### config.mk
export PLATFORM = sky130hd
export DESIGN_NAME = uart_rx_fifo_top
export DESIGN_NICKNAME = d
export VERILOG_FILES = /design/src/rtl/uart_rx_pkg.sv /design/src/rtl/uart_rx_tick.sv /design/src/rtl/uart_rx_fsm.sv /design/src/rtl/uart_rx_queue.sv /design/src/rtl/uart_rx_fifo_top.sv
export SDC_FILE = /design/constraint.sdc
export NUM_CORES = 1
export LEC_CHECK = 0
export BUFFER_PORTS_ARGS = -buffer_cell sky130_fd_sc_hd__buf_2
export CORE_UTILIZATION = 41
export CTS_CLUSTER_SIZE = 20
export DETAILED_ROUTE_END_ITERATION = 8
export HOLD_SLACK_MARGIN = 0.02
export PLACE_DENSITY = 0.54
export SLEW_MARGIN = 20
export SYNTH_ARGS = -nofsm -noshare
export SYNTH_HDL_FRONTEND = slang
export SYNTH_SLANG_ARGS = --single-unit
### constraint.sdc
create_clock -name clk -period 5.1 [get_ports clk]
set_input_delay 0.51 -clock clk [delete_from_list [all_inputs] [get_ports clk]]
set_output_delay 0.51 -clock clk [all_outputs]
set_load 0.01 [all_outputs]
### src/rtl/uart_rx_pkg.sv
package uart_rx_pkg;

   typedef enum logic [1:0] {
      PAR_NONE = 2'd0,
      PAR_ODD  = 2'd1,
      PAR_EVEN = 2'd2,
      PAR_OFF3 = 2'd3
   } par_mode_e;

   typedef enum logic [2:0] {
      RX_IDLE,
      RX_START,
      RX_DATA,
      RX_PAR,
      RX_STOP
   } rx_state_e;

   localparam logic [1:0] ADR_CTRL = 2'd0;
   localparam logic [1:0] ADR_DIV  = 2'd1;
   localparam logic [1:0] ADR_STAT = 2'd2;
   localparam logic [1:0] ADR_DATA = 2'd3;

   localparam int CTL_IEN_BIT   = 4;
   localparam int CTL_FLUSH_BIT = 5;

   localparam int ENTRY_W = 8;

endpackage

### src/rtl/uart_rx_tick.sv
module uart_rx_tick #(
   parameter int DIV_W = 8
) (
   input  logic             clk,
   input  logic             rst_n,
   input  logic [DIV_W-1:0] div_i,
   output logic             tick_o
);
   logic [DIV_W-1:0] cnt_q;
   logic [DIV_W-1:0] limit;

   always_comb begin
      limit  = (div_i == '0) ? '0 : div_i - 1'b1;
      tick_o = (cnt_q >= limit);
   end

   always_ff @(posedge clk or negedge rst_n) begin
      if (!rst_n)      cnt_q <= '0;
      else if (tick_o) cnt_q <= '0;
      else             cnt_q <= cnt_q + 1'b1;
   end
endmodule

### src/rtl/uart_rx_fsm.sv
module uart_rx_fsm
   import uart_rx_pkg::*;
#(
   parameter int DATA_BITS   = 8,
   parameter int SYNC_STAGES = 2
) (
   input  logic               clk,
   input  logic               rst_n,
   input  logic               tick_i,
   input  logic               rx_i,
   input  logic [1:0]         par_mode_i,
   output logic               push_o,
   output logic [ENTRY_W-1:0] entry_o
);
   localparam int BW = (DATA_BITS > 1) ? $clog2(DATA_BITS) : 1;
   localparam logic [BW-1:0] LAST_BIT = BW'(DATA_BITS - 1);

   // input synchroniser, length chosen by parameter
   logic [SYNC_STAGES-1:0] sync_q;
   genvar gi;
   generate
      for (gi = 0; gi < SYNC_STAGES; gi++) begin : g_sync
         if (gi == 0) begin : g_first
            always_ff @(posedge clk or negedge rst_n)
               if (!rst_n) sync_q[0] <= 1'b1;
               else        sync_q[0] <= rx_i;
         end else begin : g_next
            always_ff @(posedge clk or negedge rst_n)
               if (!rst_n) sync_q[gi] <= 1'b1;
               else        sync_q[gi] <= sync_q[gi-1];
         end
      end
   endgenerate

   logic rx_s, rx_prev_q;
   assign rx_s = sync_q[SYNC_STAGES-1];

   rx_state_e              st_q;
   logic [3:0]             tcnt_q;
   logic [BW-1:0]          bcnt_q;
   logic [DATA_BITS-1:0]   shr_q;
   logic                   pbit_q;
   logic                   par_on;
   logic                   par_bad;

   always_comb begin
      par_on = (par_mode_i == PAR_ODD) || (par_mode_i == PAR_EVEN);
      if (par_mode_i == PAR_ODD) par_bad = ~(^{shr_q, pbit_q});
      else                       par_bad =  (^{shr_q, pbit_q});
   end

   always_ff @(posedge clk or negedge rst_n) begin
      if (!rst_n) begin
         st_q      <= RX_IDLE;
         tcnt_q    <= '0;
         bcnt_q    <= '0;
         shr_q     <= '0;
         pbit_q    <= 1'b0;
         rx_prev_q <= 1'b1;
         push_o    <= 1'b0;
         entry_o   <= '0;
      end else begin
         rx_prev_q <= rx_s;
         push_o    <= 1'b0;
         unique case (st_q)
            RX_IDLE: begin
               if (rx_prev_q && !rx_s) begin
                  st_q   <= RX_START;
                  tcnt_q <= '0;
               end
            end
            RX_START: if (tick_i) begin
               if (tcnt_q == 4'd7) begin
                  tcnt_q <= '0;
                  bcnt_q <= '0;
                  st_q   <= rx_s ? RX_IDLE : RX_DATA;
               end else tcnt_q <= tcnt_q + 1'b1;
            end
            RX_DATA: if (tick_i) begin
               tcnt_q <= tcnt_q + 1'b1;
               if (tcnt_q == 4'd15) begin
                  shr_q[bcnt_q] <= rx_s;
                  if (bcnt_q == LAST_BIT) st_q <= par_on ? RX_PAR : RX_STOP;
                  else                    bcnt_q <= bcnt_q + 1'b1;
               end
            end
            RX_PAR: if (tick_i) begin
               tcnt_q <= tcnt_q + 1'b1;
               if (tcnt_q == 4'd15) begin
                  pbit_q <= rx_s;
                  st_q   <= RX_STOP;
               end
            end
            RX_STOP: if (tick_i) begin
               tcnt_q <= tcnt_q + 1'b1;
               if (tcnt_q == 4'd15) begin
                  push_o  <= 1'b1;
                  entry_o <= {~rx_s, par_on & par_bad, shr_q[5:0]};
                  st_q    <= RX_IDLE;
               end
            end
            default: st_q <= RX_IDLE;
         endcase
      end
   end

   AST_PUSH_TO_IDLE: assert property (@(posedge clk) disable iff (!rst_n)
      push_o |-> (st_q == RX_IDLE)) else $error("push outside idle");
   AST_NO_PERR_OFF: assert property (@(posedge clk) disable iff (!rst_n)
      (push_o && $stable(par_mode_i) && (par_mode_i == PAR_NONE)) |-> !entry_o[6])
      else $error("parity error with parity off");
endmodule

### src/rtl/uart_rx_queue.sv
module uart_rx_queue #(
   parameter int WIDTH = 8,
   parameter int DEPTH = 8
) (
   input  logic                     clk,
   input  logic                     rst_n,
   input  logic                     flush_i,
   input  logic                     push_i,
   input  logic [WIDTH-1:0]         din_i,
   input  logic                     pop_i,
   output logic [WIDTH-1:0]         head_o,
   output logic [$clog2(DEPTH):0]   count_o,
   output logic                     full_o,
   output logic                     empty_o
);
   localparam int AW = $clog2(DEPTH);
   localparam logic [AW:0] DEPTH_C = (AW+1)'(DEPTH);

   logic [WIDTH-1:0] mem_q [DEPTH];
   logic [AW-1:0]    wp_q, rp_q;
   logic             do_push, do_pop;

   assign full_o  = (count_o == DEPTH_C);
   assign empty_o = (count_o == '0);
   assign head_o  = mem_q[rp_q];
   assign do_push = push_i && !full_o && !flush_i;
   assign do_pop  = pop_i && !empty_o && !flush_i;

   always_ff @(posedge clk) begin
      if (do_push) mem_q[wp_q] <= din_i;
   end

   always_ff @(posedge clk or negedge rst_n) begin
      if (!rst_n) begin
         wp_q    <= '0;
         rp_q    <= '0;
         count_o <= '0;
      end else if (flush_i) begin
         wp_q    <= '0;
         rp_q    <= '0;
         count_o <= '0;
      end else begin
         if (do_push) wp_q <= wp_q + 1'b1;
         if (do_pop)  rp_q <= rp_q + 1'b1;
         case ({do_push, do_pop})
            2'b10:   count_o <= count_o + 1'b1;
            2'b01:   count_o <= count_o - 1'b1;
            default: count_o <= count_o;
         endcase
      end
   end

   AST_NO_OVERFLOW: assert property (@(posedge clk) disable iff (!rst_n)
      count_o <= DEPTH_C) else $error("queue overflow");
   AST_FULL_HOLDS: assert property (@(posedge clk) disable iff (!rst_n)
      (full_o && push_i && !pop_i && !flush_i) |=> full_o) else $error("full lost");
   AST_FLUSH_EMPTIES: assert property (@(posedge clk) disable iff (!rst_n)
      flush_i |=> empty_o) else $error("flush left data");
endmodule

### src/rtl/uart_rx_fifo_top.sv
module uart_rx_fifo_top
   import uart_rx_pkg::*;
#(
   parameter int          FIFO_DEPTH  = 8,
   parameter int          DATA_BITS   = 8,
   parameter int          SYNC_STAGES = 2,
   parameter logic [15:0] BAUD_RST    = 16'h00D8
) (
   input  logic        clk,
   input  logic        rst_n,
   input  logic        reg_wr,
   input  logic        reg_rd,
   input  logic [1:0]  reg_addr,
   input  logic [15:0] reg_wdata,
   output logic [15:0] reg_rdata,
   input  logic        rx_i,
   output logic        irq_o
);
   localparam int CW = $clog2(FIFO_DEPTH) + 1;

   generate
      if ((FIFO_DEPTH < 2) || ((FIFO_DEPTH & (FIFO_DEPTH - 1)) != 0)) begin : g_bad_depth
         $error("FIFO_DEPTH must be a power of two of at least 2");
      end
      if ((DATA_BITS < 6) || (DATA_BITS > 9)) begin : g_bad_bits
         $error("DATA_BITS must lie in 6..9");
      end
      if (SYNC_STAGES < 2) begin : g_bad_sync
         $error("SYNC_STAGES must be at least 2");
      end
   endgenerate

   logic [1:0]         par_q;
   logic               ien_q;
   logic               flush_q;
   logic [15:0]        div_q;
   logic               tick;
   logic               push;
   logic [ENTRY_W-1:0] entry, head;
   logic [CW-1:0]      count;
   logic               full, empty, avail, pop;
   logic [8:0]         need;

   always_ff @(posedge clk or negedge rst_n) begin
      if (!rst_n) begin
         par_q   <= 2'd0;
         ien_q   <= 1'b0;
         flush_q <= 1'b0;
         div_q   <= BAUD_RST;
      end else begin
         flush_q <= 1'b0;
         if (reg_wr && reg_addr == ADR_CTRL) begin
            par_q   <= reg_wdata[1:0];
            ien_q   <= reg_wdata[CTL_IEN_BIT];
            flush_q <= reg_wdata[CTL_FLUSH_BIT];
         end
         if (reg_wr && reg_addr == ADR_DIV) div_q <= reg_wdata;
      end
   end

   assign need  = {1'b0, div_q[15:8]} + 9'd1;
   assign avail = (9'(count) >= need);
   assign irq_o = ien_q & avail;
   assign pop   = reg_rd && (reg_addr == ADR_DATA) && !empty;

   always_comb begin
      unique case (reg_addr)
         ADR_CTRL: reg_rdata = {10'd0, flush_q, ien_q, 2'd0, par_q};
         ADR_DIV:  reg_rdata = div_q;
         ADR_STAT: reg_rdata = {14'd0, full, avail};
         default:  reg_rdata = empty ? 16'd0 : {8'd0, head};
      endcase
   end

   uart_rx_tick #(.DIV_W(8)) u_tick (
      .clk(clk), .rst_n(rst_n), .div_i(div_q[7:0]), .tick_o(tick)
   );

   uart_rx_fsm #(.DATA_BITS(DATA_BITS), .SYNC_STAGES(SYNC_STAGES)) u_fsm (
      .clk(clk), .rst_n(rst_n), .tick_i(tick), .rx_i(rx_i),
      .par_mode_i(par_q), .push_o(push), .entry_o(entry)
   );

   uart_rx_queue #(.WIDTH(ENTRY_W), .DEPTH(FIFO_DEPTH)) u_queue (
      .clk(clk), .rst_n(rst_n), .flush_i(flush_q), .push_i(push),
      .din_i(entry), .pop_i(pop), .head_o(head), .count_o(count),
      .full_o(full), .empty_o(empty)
   );

   AST_EMPTY_READ_ZERO: assert property (@(posedge clk) disable iff (!rst_n)
      (reg_addr == ADR_DATA && empty) |-> (reg_rdata == 16'd0)) else $error("empty read");
   AST_IRQ_NEEDS_DATA: assert property (@(posedge clk) disable iff (!rst_n)
      irq_o |-> !empty) else $error("irq without data");
   AST_FLUSH_SELF_CLEAR: assert property (@(posedge clk) disable iff (!rst_n)
      (flush_q && !reg_wr) |=> !flush_q) else $error("flush stuck");
endmodule

==> Word-level counts from Yosys, hierarchy flattened <==
Memory sizes are Yosys's and may differ from the RTL's.
Index checks and enable logic that the tools add are counted.
{ "classes": {"order_cmp": 4, "bitwise": 4, "shifts": 0, "div_mod_pow": 0, "addsub": 9, "n_eq_ne": 27, "mul": 0, "n_reduce_logical": 32, "mux": 44} }
{ "ops": {"columns": ["operator", "count"], "rows": [
  ["3-bit two-way mux", 20],
  ["16-bit one-hot mux with 3 select lines", 1],
  ["8-bit two-way mux", 3],
  ["4-bit two-way mux", 5],
  ["3-bit one-hot mux with 5 select lines", 1],
  ["2-bit by 1-bit != test with 1-bit output (second input constant)", 7],
  ["4-bit one-hot mux with 3 select lines", 1],
  ["1-bit logical AND", 10],
  ["2-bit != test (second input constant)", 5],
  ["10-bit AND reduction", 1],
  ["3-bit by 1-bit adder with 3-bit output (second input constant)", 3],
  ["8-bit by 1-bit adder with 9-bit output (second input constant)", 1],
  ["4-bit by 9-bit >= comparator with 1-bit output", 1],
  ["3-bit AND reduction", 3],
  ["9-bit XOR reduction", 1],
  ["4-bit by 1-bit adder with 4-bit output (second input constant)", 2],
  ["8-bit by 1-bit adder with 8-bit output (second input constant)", 1],
  ["8-bit bitwise mux", 1],
  ["2-bit equality test (second input constant)", 4],
  ["4-bit equality test (second input constant)", 2],
  ["8-bit >= comparator", 1],
  ["8-bit zero test", 1],
  ["1-bit two-way mux", 8],
  ["4-bit one-hot mux with 2 select lines", 1],
  ["24 further kinds", 36]
]} }
{ "totals": {"elab_cells": 139, "latch_bits": 0, "inputBits": 23, "mem_count": 1, "ff_bits": 69, "ramBits": 64, "mem_bits_ro": 0, "output_inout_bits": 17} }
{ "memory_table": {"columns": ["memory", "words", "word_bits", "rd", "rd_ports_with_merged_regs", "wr", "line", "rtl"], "rows": [
  ["u_queue.mem_q", 8, 8, 1, 0, 1, "uart_rx_queue.sv:19", "logic [WIDTH-1:0] mem_q [DEPTH];"]
]} }

==> Depth between registers and ports, before layout <==
Gate-level depths: netlist (run 1).
{ "logic_depth": {"depth_word": 8, "ltp_mapped": 14, "depth_no_buf": 11} }

==> By module <==
From an unflattened synthesis (run 1), not the netlist that was laid out.
{ "hier_totals": {"cells_unflattened": 492, "hier_area_um2": 6648.9} }
{ "by_module_without_submodules": {"columns": ["mod", "area_each_um2", "instances", "cells_per_inst"], "rows": [
  ["uart_rx_queue", 3118.0, 1, 170],
  ["uart_rx_fsm", 1621.6, 1, 142],
  ["uart_rx_fifo_top", 1226.2, 1, 106],
  ["uart_rx_tick", 683.2, 1, 74]
]} }

==> Worst setup path before layout (run 1) <==
OpenSTA, ideal clock, no wires.
{ "synth_timing": {"path_kind": "flip-flop to flip-flop", "startpoint": "register div_q[4]", "endpoint": "register u_fsm.entry_o[0]", "path_buffers": 1, "t_arrival_ns": 2.670, "t_required_ns": 4.975, "stages_incl_launch_ff": 12, "path_slack_ns": 2.305, "cell_sequence": "dfstp_2 clkbuf_1 nor4_1 nand3_1 nand2_1 ha_1 and3_1 o21ai_1 a311oi_2 nor2_2 nor3_4 mux2_2"} }
{ "synth_between": {"elab_chain_len": 4, "word_cells_on_any_way": 5} }
{ "synth_lines": {"columns": ["element", "line", "rtl"], "rows": [
  ["start, declared", "uart_rx_fifo_top.sv:36", "logic [15:0] div_q;"],
  ["start signal, assigned", "uart_rx_fifo_top.sv:57", "if (reg_wr && reg_addr == ADR_DIV) div_q <= reg_wdata;"],
  ["8-bit by 1-bit subtractor with 8-bit output or 8-bit zero test (tied branches)", "uart_rx_tick.sv:13", "limit = (div_i == '0) ? '0 : div_i - 1'b1;"],
  ["8-bit two-way mux *", "uart_rx_tick.sv:13", null],
  ["8-bit >= comparator *", "uart_rx_tick.sv:14", "tick_o = (cnt_q >= limit);"],
  ["3-bit AND reduction (no source line) *", null, null],
  ["end signal, assigned", "uart_rx_fsm.sv:98", "entry_o <= {~rx_s, par_on & par_bad, shr_q[5:0]};"],
  ["end, declared", "uart_rx_fsm.sv:13", "output logic [ENTRY_W-1:0] entry_o"]
]} }
Mark *: on every way between the ends. The rest lies on a longest branch, timed or not.
A chain may end at the register's enable or synchronous reset.

==> Worst setup path in the final report (run 1) <==
{ "layout_timing": {"startpoint": "register div_q[2]", "endpoint": "register u_fsm.shr_q[1]"} }
{ "layout_between": {"elab_chain_len": 4, "word_cells_on_any_way": 5} }
{ "layout_lines": {"columns": ["element", "line", "rtl"], "rows": [
  ["8-bit by 1-bit subtractor with 8-bit output or 8-bit zero test (tied branches)", "uart_rx_tick.sv:13", null],
  ["8-bit two-way mux *", "uart_rx_tick.sv:13", null],
  ["8-bit >= comparator *", "uart_rx_tick.sv:14", null],
  ["3-bit AND reduction (no source line) *", null, null],
  ["end signal, assigned by index", "uart_rx_fsm.sv:82", "shr_q[bcnt_q] <= rx_s;"],
  ["end, declared", "uart_rx_fsm.sv:41", "logic [DATA_BITS-1:0] shr_q;"]
]} }
Marked as above.

==> impl_metrics.env, run 1 <==
export IMPL_status="completed"
export IMPL_cts_resized=0
export IMPL_drv_slew=0
export IMPL_cts_num_sinks=133
export IMPL_synth_top_area_frac=0.299
export IMPL_ys_seq_area_frac=0.569
export IMPL_crit_chain="nor2_1 > nand3_1 > nor4_1 > mux2i_1 > ha_1 > nand2_1 > o21ai_0 > or2_1 > nand4_1 > mux2_2"
export IMPL_placeableCoreArea_um2=15300
export IMPL_ys_async_sr_fraction=0.519
export IMPL_drc=0
export IMPL_path_class="reg -> reg"
export IMPL_crit_fanout=25
export IMPL_fin_crit_ns=3.35
export IMPL_grt_start_max_net_pins=56
export IMPL_worst_ir_drop_vdd_v=0.000230
export IMPL_skew_ns=0.00562
export IMPL_yosysTopAreaCell="edfxtp_1"
export IMPL_final_net_count=581
export IMPL_placedCellCount=725
export IMPL_drt_iter0_drc=285
export IMPL_io_buffers=39
export IMPL_powerDensity_nw_per_um2=397
export IMPL_diodes=0
export IMPL_dieArea_um2=16200
export IMPL_hold_start="rx_i"
export IMPL_synth_fp_nets=538
export IMPL_crit_path_top_delay_cell="or2_1"
export IMPL_cpPeakStageDelay_ns=0.71
export IMPL_globalplace_congestion=0.796
export IMPL_via_per_inst=5.23
export IMPL_grt_use_total=0.176
export IMPL_post_cts_buffers=0
export IMPL_tritoncts="built"
export IMPL_ios=40
export IMPL_setup_violations=0
export IMPL_initial_core_util=0.421
export IMPL_synth_distinct_cells=61
export IMPL_timing_rr_start="div_q[2]$_DFFE_PN0P_"
export IMPL_gr_total_overflow=0
export IMPL_drt_pass1_iterations=4
export IMPL_wl_mm=12.9
export IMPL_end_kind="flop"
export IMPL_tns_ns=0
export IMPL_antenna_found_initial=0
export IMPL_sw_frac_of_total=0.266
export IMPL_clock_latency_ns=0.41
export IMPL_ys_ff_latch=133
export IMPL_r2r_end="u_fsm.shr_q[1]$_DFFE_PN0P_"
export IMPL_worst_r2r_cell_count=10
export IMPL_synth_edf_count=64
export IMPL_drtAntennaViolNets=0
export IMPL_avgSynthCellArea_um2=13.1
export IMPL_min_period_over_period=0.657
export IMPL_finalHoldViolations=0
export IMPL_hold_end="u_fsm.sync_q[0]$_DFF_PN1_"
export IMPL_arrival_ns=3.65
export IMPL_syn_inst=491
export IMPL_synth_main_ff_cell="edfxtp_1"
export IMPL_cts_max_level=4
export IMPL_p_comb_frac=0.150
export IMPL_hp_class="in -> reg"
export IMPL_hold_path_depth=1
export IMPL_fmax_mhz=298
export IMPL_finalNonFillerCells=758
export IMPL_cts_made_buffers=17
export IMPL_fillers=1358
export IMPL_die_width_um=127
export IMPL_clk_root_buffer_cell="clkbuf_16"
export IMPL_areaGrowthSynthToFinish_pct=15.6
export IMPL_vias=3964
export IMPL_rrSetupSlack_ns=1.75
export IMPL_syn_area_um2=6430
export IMPL_tightest_slew_ns=0.932
export IMPL_wl_per_cell_um=17.0
export IMPL_row_count=45
export IMPL_yosysWarningCount=0
export IMPL_p_int_w=0.00216
export IMPL_dpl_hpwl_mm=8.83
export IMPL_power_switching_w=0.000786
export IMPL_cp_start_kind="flop"
export IMPL_worst_ep_required_time_ns=5.39
export IMPL_leakage_nw=3.01
export IMPL_synth_top_cells_by_area="edfxtp_1 30%, dfrtp_1 24%, mux2_2 6.1%"
export IMPL_rsz0062_at_grt="no"
export IMPL_timing_max_cap_violations=0
export IMPL_hold_buffers=1
export IMPL_seqPwrFrac=0.440
export IMPL_clkSlewWorstSetupHoldPaths_ns=0.06
export IMPL_max_slew_margin_rel=0.376
export IMPL_clock_power_share=0.410
export IMPL_grt_pass1_wl_mm=21.3
export IMPL_dieHeight_um=127
export IMPL_grt_pass1_vias=3997
export IMPL_clk_path_buf_depth=2
export IMPL_drive_gt1_frac=0.254
-- metrics by stage --
stage / utilization / setup slack (ns) / power (W) / instance area, µm² / hold WS [ns]
after floorplan: - / 2.31 / 0.00164 / 6430 / 0.214
after global placement: 0.448 / 1.99 / 0.00175 / 6830 / 0.349
after detailed placement: 0.448 / 1.77 / 0.00176 / 6830 / 0.347
after CTS: 0.487 / 1.74 / 0.00298 / 7430 / 0.177
after global routing: 0.487 / 1.47 / 0.00310 / 7430 / 0.181
final: 0.487 / 1.75 / 0.00295 / 7430 / 0.196
-- kinds of logic (layout without fill, tap and decap cells) --
family | Yosys count | count (layout) | share of synthesized area
xor+xnor | 29 | 29 | 0.0407
mux | 69 | 69 | 0.145
fa+ha+maj | 24 | 24 | 0.0479
compound gates | 63 | 63 | 0.0648
flops | 133 | 133 | 0.569
simple gates | 136 | 136 | 0.109
buf+inv | 37 | 93 | 0.0234
-- how the worst max path moves through the flow --
stage / start / to / slack [ns]
after floorplan: div_q[4]$_DFFE_PN1P_ / u_fsm.entry_o[0]$_DFFE_PN0P_ / 2.31
after global placement: div_q[2]$_DFFE_PN0P_ / u_fsm.shr_q[2]$_DFFE_PN0P_ / 1.99
after detailed placement: div_q[2]$_DFFE_PN0P_ / u_fsm.shr_q[1]$_DFFE_PN0P_ / 1.77
after CTS: div_q[2]$_DFFE_PN0P_ / u_fsm.shr_q[1]$_DFFE_PN0P_ / 1.74
after global routing: div_q[2]$_DFFE_PN0P_ / u_fsm.shr_q[3]$_DFFE_PN0P_ / 1.47
final: div_q[2]$_DFFE_PN0P_ / u_fsm.shr_q[1]$_DFFE_PN0P_ / 1.75
-- cell type report --
| class | count | area [µm²] | share of cell area |
|---|---|---|---|
| flip-flops and latches | 133 | 3660 | 0.492 |
| repair buffers | 44 | 235 | 0.0317 |
| clock buffers | 18 | 429 | 0.0578 |
| clock inverters | 14 | 159 | 0.0214 |
| well taps | 211 | 264 | 0.0355 |
| multi-input cells | 321 | 2620 | 0.353 |
| inverters | 17 | 63.8 | 0.00859 |
-- flip-flops by register name, indices dropped and copies added, names as in the netlist --
register / flops
div_q: 16
flush_q: 1
ien_q: 1
par_q: 2
u_fsm.bcnt_q: 3
u_fsm.entry_o: 8
u_fsm.pbit_q: 1
u_fsm.push_o: 1
u_fsm.rx_prev_q: 1
u_fsm.rx_s: 1
u_fsm.shr_q: 8
u_fsm.st_q: 3
u_fsm.sync_q: 1
u_fsm.tcnt_q: 4
u_queue.count_o: 4
u_queue.mem_q: 64
u_queue.rp_q: 3
u_queue.wp_q: 3
u_tick.cnt_q: 8
-- worst max-delay path: cells and delay by family (launching register included) --
kind	cells	cell delay, ns
AO/OA/AOI/OAI	1	0.35
multiplexers	2	0.45
flip-flops	1	0.43
AND/OR/NAND/NOR	6	1.70
adder cells (fa/ha/maj)	1	0.30
-- per-layer routing --
layer	routed length, µm	track usage	vias to the layer above
met4	196	0.0763	0
met1	6030	0.232	1970
met3	383	0.0343	16
met5	0	0	-
li1	-	-	1907
met2	6300	0.285	71
-- power groups by stage --
stage	registers (W)	clock network (W)	logic, W
after floorplan	0.00128	0	0.000364
after global placement	0.00132	0	0.000431
after detailed placement	0.00132	0	0.000442
after CTS	0.00130	0.00124	0.000447
after global routing	0.00131	0.00128	0.000508
final	0.00130	0.00121	0.000443
-- placed cells by master (no fill, tap or decap), types with 18 or more instances in the layout --
master,netlist,final
edfxtp_1,64,64
mux2i_1,18,18
nand2_1,28,28
ha_1,23,23
buf_2,5,39
dfrtp_1,62,62
nor2_1,38,38
mux2_2,35,35
xnor2_1,19,19
-- synthesized netlist by cell type, drive strengths merged, types with 2 or more instances --
library cell	n
xnor2	20
nor4	4
o22a	2
mux2i	18
a21o	6
nand2b	7
dfstp	7
buf	7
nor3	7
nor3b	2
ha	23
o21ai	17
clkbuf	13
a31oi	5
nand2	28
xor2	9
nor2	39
a211oi	2
dfrtp	62
mux2	35
o22ai	3
or2	2
o2111ai	2
edfxtp	64
or3	5
a41oi	2
and3	5
nand4b	3
nand4	4
nor2b	3
nand3	11
o211ai	3
a21oi	13
and2	11
inv	17
mux4	16
Power figures use the tool's default switching activity.
==> inputs of run 2 (changes only) <==
- ABC_AREA: not set -> 1
- PLACE_DENSITY: 0.54 -> 0.56
- clock period: 5.1 -> 3.03 ns (I/O delays scaled with it)
==> run 2 against run 1 <==
Effect of this change: register-to-register slack lost 1.4 ns; hold slack lost 0.097 ns; total power grew 100%; area after synthesis grew 3.7%; flip-flop and latch count is the same; count of clock-buffer cells in the layout grew 1; synthesized cell count grew 51%; global-route usage grew 2.2 points; first-iteration DRC count grew 1.4%; critical path type unchanged; combinational power grew to 3.9 times the previous value; wire length grew 17%; clock power grew 70%; largest power group unchanged.
==> impl_metrics.env, run 2 <==
export IMPL_yosysWarningCount=0
export IMPL_met1_usage=0.239
export IMPL_use_met2=0.344
export IMPL_layout_commonest_cell="nand2_1"
export IMPL_cts_max_level=4
export IMPL_largest_registers="u_queue.mem_q: 64 flops, div_q: 16 flops"
export IMPL_via_per_inst=5.00
export IMPL_areaGrowthSynthToFinish_pct=16.5
export IMPL_avgSynthCellArea_um2=9.01
export IMPL_stdcell_area_um2=7770
export IMPL_utilization=0.489
export IMPL_clk_path_buf_depth=2
export IMPL_yosysMostFrequentCell="nand2_1"
export IMPL_path_class="reg -> reg"
export IMPL_rsz0062_at_grt="no"
export IMPL_grtUsageMet3=0.0471
export IMPL_cp_start_kind="flop"
export IMPL_end_kind="flop"
export IMPL_vias=5120
export IMPL_tightest_slew_ns=0.972
export IMPL_tns_ns=0
export IMPL_globalplace_congestion=0.866
export IMPL_grt_pass1_vias=5013
export IMPL_clock_latency_ns=0.42
export IMPL_die_width_um=130
export IMPL_ios=40
export IMPL_placeableCoreArea_um2=15900
export IMPL_syn_inst=740
export IMPL_wl_mm=15.1
export IMPL_max_slew_margin_rel=0.351
export IMPL_hp_class="in -> async"
export IMPL_grt_pass1_wl_mm=24.9
export IMPL_syn_area_um2=6670
export IMPL_synth_edf_count=64
export IMPL_crit_fanout=13
export IMPL_tritoncts="built"
export IMPL_worst_ep_required_time_ns=3.33
export IMPL_initial_core_util=0.420
export IMPL_dieHeight_um=130
export IMPL_grt_busiest_layer="met2"
export IMPL_p_int_w=0.00398
export IMPL_fmax_mhz=371
export IMPL_postPlaceCellArea_um2=7160
export IMPL_yosysTopAreaCell="edfxtp_1"
export IMPL_cts_made_buffers=17
export IMPL_drive_gt1_frac=0.156
export IMPL_wl_per_cell_um=14.7
export IMPL_drtAntennaViolNets=0
export IMPL_post_cts_buffers=0
export IMPL_dpl_hpwl_mm=10.3
export IMPL_dieArea_um2=16800
export IMPL_clkSlewWorstSetupHoldPaths_ns=0.06
export IMPL_final_cell_mix="149 x nand2_1, 120 x nor2_1, 72 x inv_1"
export IMPL_seqPwrFrac=0.372
export IMPL_fin_crit_ns=2.69
export IMPL_yosys_top_cells_count="149 x nand2_1, 120 x nor2_1, 72 x inv_1"
export IMPL_power_switching_w=0.00206
export IMPL_synth_main_ff_cell="edfxtp_1"
export IMPL_drt_pass1_iterations=5
export IMPL_cts_num_sinks=133
export IMPL_synth_top_cells_by_area="edfxtp_1 29%, dfrtp_1 23%, nand2_1 8.4%"
export IMPL_ys_async_sr_fraction=0.519
export IMPL_drt_iter0_drc=289
export IMPL_arrival_ns=2.99
export IMPL_min_period_over_period=0.889
export IMPL_leakage_nw=3.45
export IMPL_final_net_count=843
export IMPL_clk_root_buffer_cell="clkbuf_16"
export IMPL_p_comb_frac=0.288
export IMPL_grt_use_total=0.198
export IMPL_diodes=0
export IMPL_largest_register_ffs=64
export IMPL_gr_total_overflow=0
export IMPL_drc=0
export IMPL_finalHoldViolations=0
export IMPL_status="completed"
export IMPL_drv_slew=0
export IMPL_ys_ff_latch=133
export IMPL_clock_power_share=0.341
export IMPL_io_buffers=39
export IMPL_top_register="u_queue.mem_q"
export IMPL_skew_ns=0.0121
export IMPL_timing_max_cap_violations=0
export IMPL_synth_fp_nets=787
export IMPL_powerDensity_nw_per_um2=777
export IMPL_setup_violations=0
export IMPL_grt_start_max_net_pins=70
export IMPL_worst_ir_drop_vdd_v=0.000424
export IMPL_sw_frac_of_total=0.341
export IMPL_row_count=46
export IMPL_synth_top_area_frac=0.288
export IMPL_ys_seq_area_frac=0.549
export IMPL_antenna_found_initial=0
export IMPL_synth_distinct_cells=43
run 2: logic make-up after synthesis:
group,share of synthesized area
flip-flops,0.549
adder cells (fa/ha/maj),0.0462
AND/OR/NAND/NOR,0.225
AO/OA/AOI/OAI,0.103
buffers and inverters,0.0585
XOR/XNOR,0.0184
run 2: layout make-up:
class,instances,area (µm²)
inverters,81,304
well taps,216,270
fillers,1527,8120
flip-flops and latches,133,3660
clock inverters,12,156
clock buffers,19,433
multi-input cells,508,2630
repair buffers,55,318
run 2: metrics by stage:
step / worst slack, ns / hold WS [ns] / instances / total power, W
2_1_floorplan: 0.746 / 0.00741 / 740 / 0.00356
3_3_place_gp: 0.461 / 0.348 / 992 / 0.00397
3_5_place_dp: 0.288 / 0.350 / 992 / 0.00401
4_1_cts: 0.271 / 0.0963 / 1024 / 0.00610
5_1_grt: 0.0164 / 0.134 / 1024 / 0.00645
6_report: 0.337 / 0.0992 / 1024 / 0.00604
run 2: critical path, stage by stage, from the launching register on:
cell and delay (ns):
dfrtp_1 0.40, inv_1 0.10, ha_1 0.22, nand2_1 0.13, nor3_4 0.20, nand3_2 0.16
nand3_1 0.11, ha_1 0.24, a21oi_1 0.15, nor2_1 0.07, nor2_2 0.16, nand2_4 0.14
nand2_1 0.09, buf_4 0.17, inv_1 0.10, nand4_1 0.08, nand2_1 0.05
run 2: final timing paths:
| path | start | endpoint | slack, ns | depth (start not counted) |
|---|---|---|---|---|
| worst max-delay path | div_q[1]$_DFFE_PN0P_ | u_fsm.entry_o[6]$_DFFE_PN0P_ | 0.34 | 16 |
| worst min-delay path | rst_n | div_q[12]$_DFFE_PN0P_ | 0.1 | 2 |
| worst max register to register | div_q[1]$_DFFE_PN0P_ | u_fsm.entry_o[6]$_DFFE_PN0P_ | 0.34 | 16 |
| worst min register to register | u_fsm.sync_q[0]$_DFF_PN1_ | u_fsm.rx_s$_DFF_PN1_ | 0.36 | 0 |
| max in group asynchronous | rst_n | u_fsm.shr_q[1]$_DFFE_PN0P_ | 2.35 | 2 |
| min in group clk | reg_wdata[3] | div_q[3]$_DFFE_PN1P_ | 0.12 | 3 |
run 2: metal layers:
| metal | up-vias | routed length [µm] |
|---|---|---|
| li1 | 2565 | - |
| met1 | 2432 | 6720 |
| met2 | 109 | 7450 |
| met3 | 14 | 664 |
| met4 | 0 | 248 |
| met5 | - | 0 |
run 2: timing repair:
item | in CTS | in global routing
hold buffers | 1 | 0
endpoints found under the hold margin | 1 | 0
gates resized for setup | 0 | 2
endpoints found under the setup margin | 0 | 3
run 2: power groups by stage:
stage / Combinational, W / Sequential (W) / Clock [W]
2_1_floorplan: 0.00132 / 0.00224 / 0
3_3_place_gp: 0.00170 / 0.00227 / 0
3_5_place_dp: 0.00174 / 0.00227 / 0
4_1_cts: 0.00175 / 0.00224 / 0.00211
5_1_grt: 0.00200 / 0.00227 / 0.00218
6_report: 0.00174 / 0.00224 / 0.00206
==> inputs of run 3 (changes only) <==
- CORE_ASPECT_RATIO: not set -> 1.4
==> run 3 against run 2 <==
Effect of this change: global-route usage decreased by 0.63 points; first-iteration DRC count decreased by 4.2%; register-to-register slack improved by 0.02 ns; critical path depth decreased by 1; die area about the same; largest cell class unchanged; highest routed layer unchanged.
==> impl_metrics.env, run 3 (synthesized netlist as in run 2, its figures left out) <==
export IMPL_status="completed"
export IMPL_drive_gt1_frac=0.155
export IMPL_largest_register_ffs=64
export IMPL_diodes=0
export IMPL_min_period_over_period=0.883
export IMPL_worst_ir_drop_vdd_v=0.000533
export IMPL_grt_start_max_net_pins=36
export IMPL_powerDensity_nw_per_um2=776
export IMPL_setup_violations=0
export IMPL_clk_path_buf_depth=2
export IMPL_worst_ep_required_time_ns=3.38
export IMPL_worstSetupEndpoint="u_fsm.bcnt_q[0]$_DFFE_PN0P_"
export IMPL_crit_chain="inv_1 > ha_1 > nand2_1 > nor3_2 > nand3_1 > nand2_1 > ha_1 > a21o_1 > nor2_2 > nand2_4 > nand2_4 > nand2_1 > nand2_1 > nand2_1 > nand2_1"
export IMPL_antenna_found_initial=0
export IMPL_io_buffers=39
export IMPL_dpl_hpwl_mm=10.7
export IMPL_initial_core_util=0.424
export IMPL_drv_slew=0
export IMPL_drtAntennaViolNets=0
export IMPL_cpPeakStageDelay_ns=0.43
export IMPL_regArea_um2=3660
export IMPL_cts_max_level=4
export IMPL_row_count=54
export IMPL_timing_rr_start="div_q[0]$_DFFE_PN0P_"
export IMPL_dieArea_um2=16800
export IMPL_globalplace_congestion=0.855
export IMPL_cts_num_sinks=133
export IMPL_finalHoldViolations=0
export IMPL_top_register="u_queue.mem_q"
export IMPL_cts_resized=0
export IMPL_placeableCoreArea_um2=15700
export IMPL_clk_root_buffer_cell="clkbuf_16"
export IMPL_hp_class="in -> reg"
export IMPL_wl_mm=15.0
export IMPL_rrSetupSlack_ns=0.35
export IMPL_cp_start_kind="flop"
export IMPL_tritoncts="built"
export IMPL_path_class="reg -> reg"
export IMPL_end_kind="flop"
export IMPL_crit_cells=15
export IMPL_final_cell_mix="149 x nand2_1, 120 x nor2_1, 72 x inv_1"
export IMPL_drt_pass1_iterations=4
export IMPL_crit_buf_inv=1
export IMPL_grt_pass1_vias=4856
export IMPL_drc=0
export IMPL_crit_path_top_delay_cell="dfrtp_1"
export IMPL_die_width_um=110
export IMPL_crit_fanout=13
export IMPL_clock_latency_ns=0.42
export IMPL_r2r_end="u_fsm.bcnt_q[0]$_DFFE_PN0P_"
export IMPL_clkSlewWorstSetupHoldPaths_ns=0.05
export IMPL_cts_made_buffers=17
export IMPL_wl_per_cell_um=14.9
export IMPL_pre_cts_ws_ns=0.401
export IMPL_multi_input_area_um2=2620
export IMPL_worst_slack_ns=0.354
export IMPL_grt_pass1_wl_mm=24.2
export IMPL_rsz0062_at_grt="no"
export IMPL_areaGrowthSynthToFinish_pct=15.9
export IMPL_fin_crit_ns=2.68
export IMPL_tns_ns=0
export IMPL_fillers=1476
export IMPL_path_common_cell="nand2_1"
export IMPL_critPathTopFamily="simple AND/OR/NAND/NOR gates"
export IMPL_leakage_nw=3.45
export IMPL_largest_registers="u_queue.mem_q: 64 flops, div_q: 16 flops"
export IMPL_tightest_slew_ns=0.931
export IMPL_ios=40
export IMPL_final_net_count=844
export IMPL_dieHeight_um=153
export IMPL_arrival_ns=3.03
export IMPL_skew_ns=0.00678
export IMPL_worst_r2r_cell_count=15
export IMPL_timing_max_cap_violations=0
export IMPL_drt_iter0_drc=277
export IMPL_via_per_inst=5.04
export IMPL_grt_use_total=0.192
export IMPL_vias=5065
export IMPL_fmax_mhz=374
export IMPL_layout_commonest_cell="nand2_1"
export IMPL_gr_total_overflow=0
export IMPL_cp_startpoint="div_q[0]$_DFFE_PN0P_"
export IMPL_max_slew_margin_rel=0.378
==> run 3: changes by cell type in the layout (fill, tap and decap cells not counted), sizes merged <==
cell / previous run / this run
clkbuf: 19 / 20
clkinv: 6 / 7
clkinvlp: 3 / 2
dlygate4sd3: 1 / 2
inv: 81 / 80
==> run 3: routing by layer <==
metal  up-vias  track usage  share of wire
met1      2413        0.222           0.42
met3        14       0.0414          0.033
met2        80        0.340           0.53
li1       2558            -              -
met5         -            0              0
met4         0       0.0711          0.015
==> run 3: how the worst min path moves through the flow <==
stage,from,endpoint,slack (ns),cells after the start
2_1_floorplan,rst_n,div_q[0]$_DFFE_PN0P_,0.007,0
3_3_place_gp,u_fsm.sync_q[0]$_DFF_PN1_,u_fsm.rx_s$_DFF_PN1_,0.35,0
3_5_place_dp,u_fsm.sync_q[0]$_DFF_PN1_,u_fsm.rx_s$_DFF_PN1_,0.35,0
4_1_cts,reg_wdata[7],div_q[7]$_DFFE_PN1P_,0.11,3
5_1_grt,reg_wdata[7],div_q[7]$_DFFE_PN1P_,0.13,3
6_report,reg_wdata[7],div_q[7]$_DFFE_PN1P_,0.13,3
==> run 3: worst register-to-register path, cell delays in order, from the launching register on <==
cell	delay (ns)
dfrtp_1	0.43
inv_1	0.08
ha_1	0.20
nand2_1	0.10
nor3_2	0.22
nand3_1	0.23
nand2_1	0.13
ha_1	0.24
a21o_1	0.19
nor2_2	0.18
nand2_4	0.14
nand2_4	0.12
nand2_1	0.11
nand2_1	0.13
nand2_1	0.06
nand2_1	0.06
==> run 3: timing repair <==
action,4_1_cts,5_1_grt
endpoints found under the hold margin,26,0
setup buffers,0,0
hold buffers,2,0
==> run 3: layout make-up <==
| cell class | instances | area share |
|---|---|---|
| clock buffer | 20 | 0.0565 |
| clock inverter | 11 | 0.0175 |
| inverter | 81 | 0.0394 |
| multi-input combinational | 508 | 0.339 |
| sequential | 133 | 0.473 |
| tap | 196 | 0.0317 |
| timing repair buffer | 56 | 0.0424 |
==> run 3: metrics by stage <==
| stage | utilization | cells | cell area [µm²] | power, W | hold slack [ns] |
|---|---|---|---|---|---|
| floorplan | - | 740 | 6670 | 0.00356 | 0.00741 |
| global placement | 0.453 | 972 | 7130 | 0.00397 | 0.349 |
| detailed placement | 0.453 | 972 | 7130 | 0.00402 | 0.347 |
| CTS | 0.491 | 1005 | 7730 | 0.00605 | 0.114 |
| global route | 0.491 | 1005 | 7730 | 0.00639 | 0.130 |
| finish | 0.491 | 1005 | 7730 | 0.00599 | 0.132 |
==> run 3: power breakdown <==
part	switching [W]	internal (W)	total [W]
clock	0.000732	0.00128	0.00201
combinational	0.00112	0.000622	0.00174
sequential	0.000181	0.00206	0.00224
total	0.00203	0.00396	0.00599
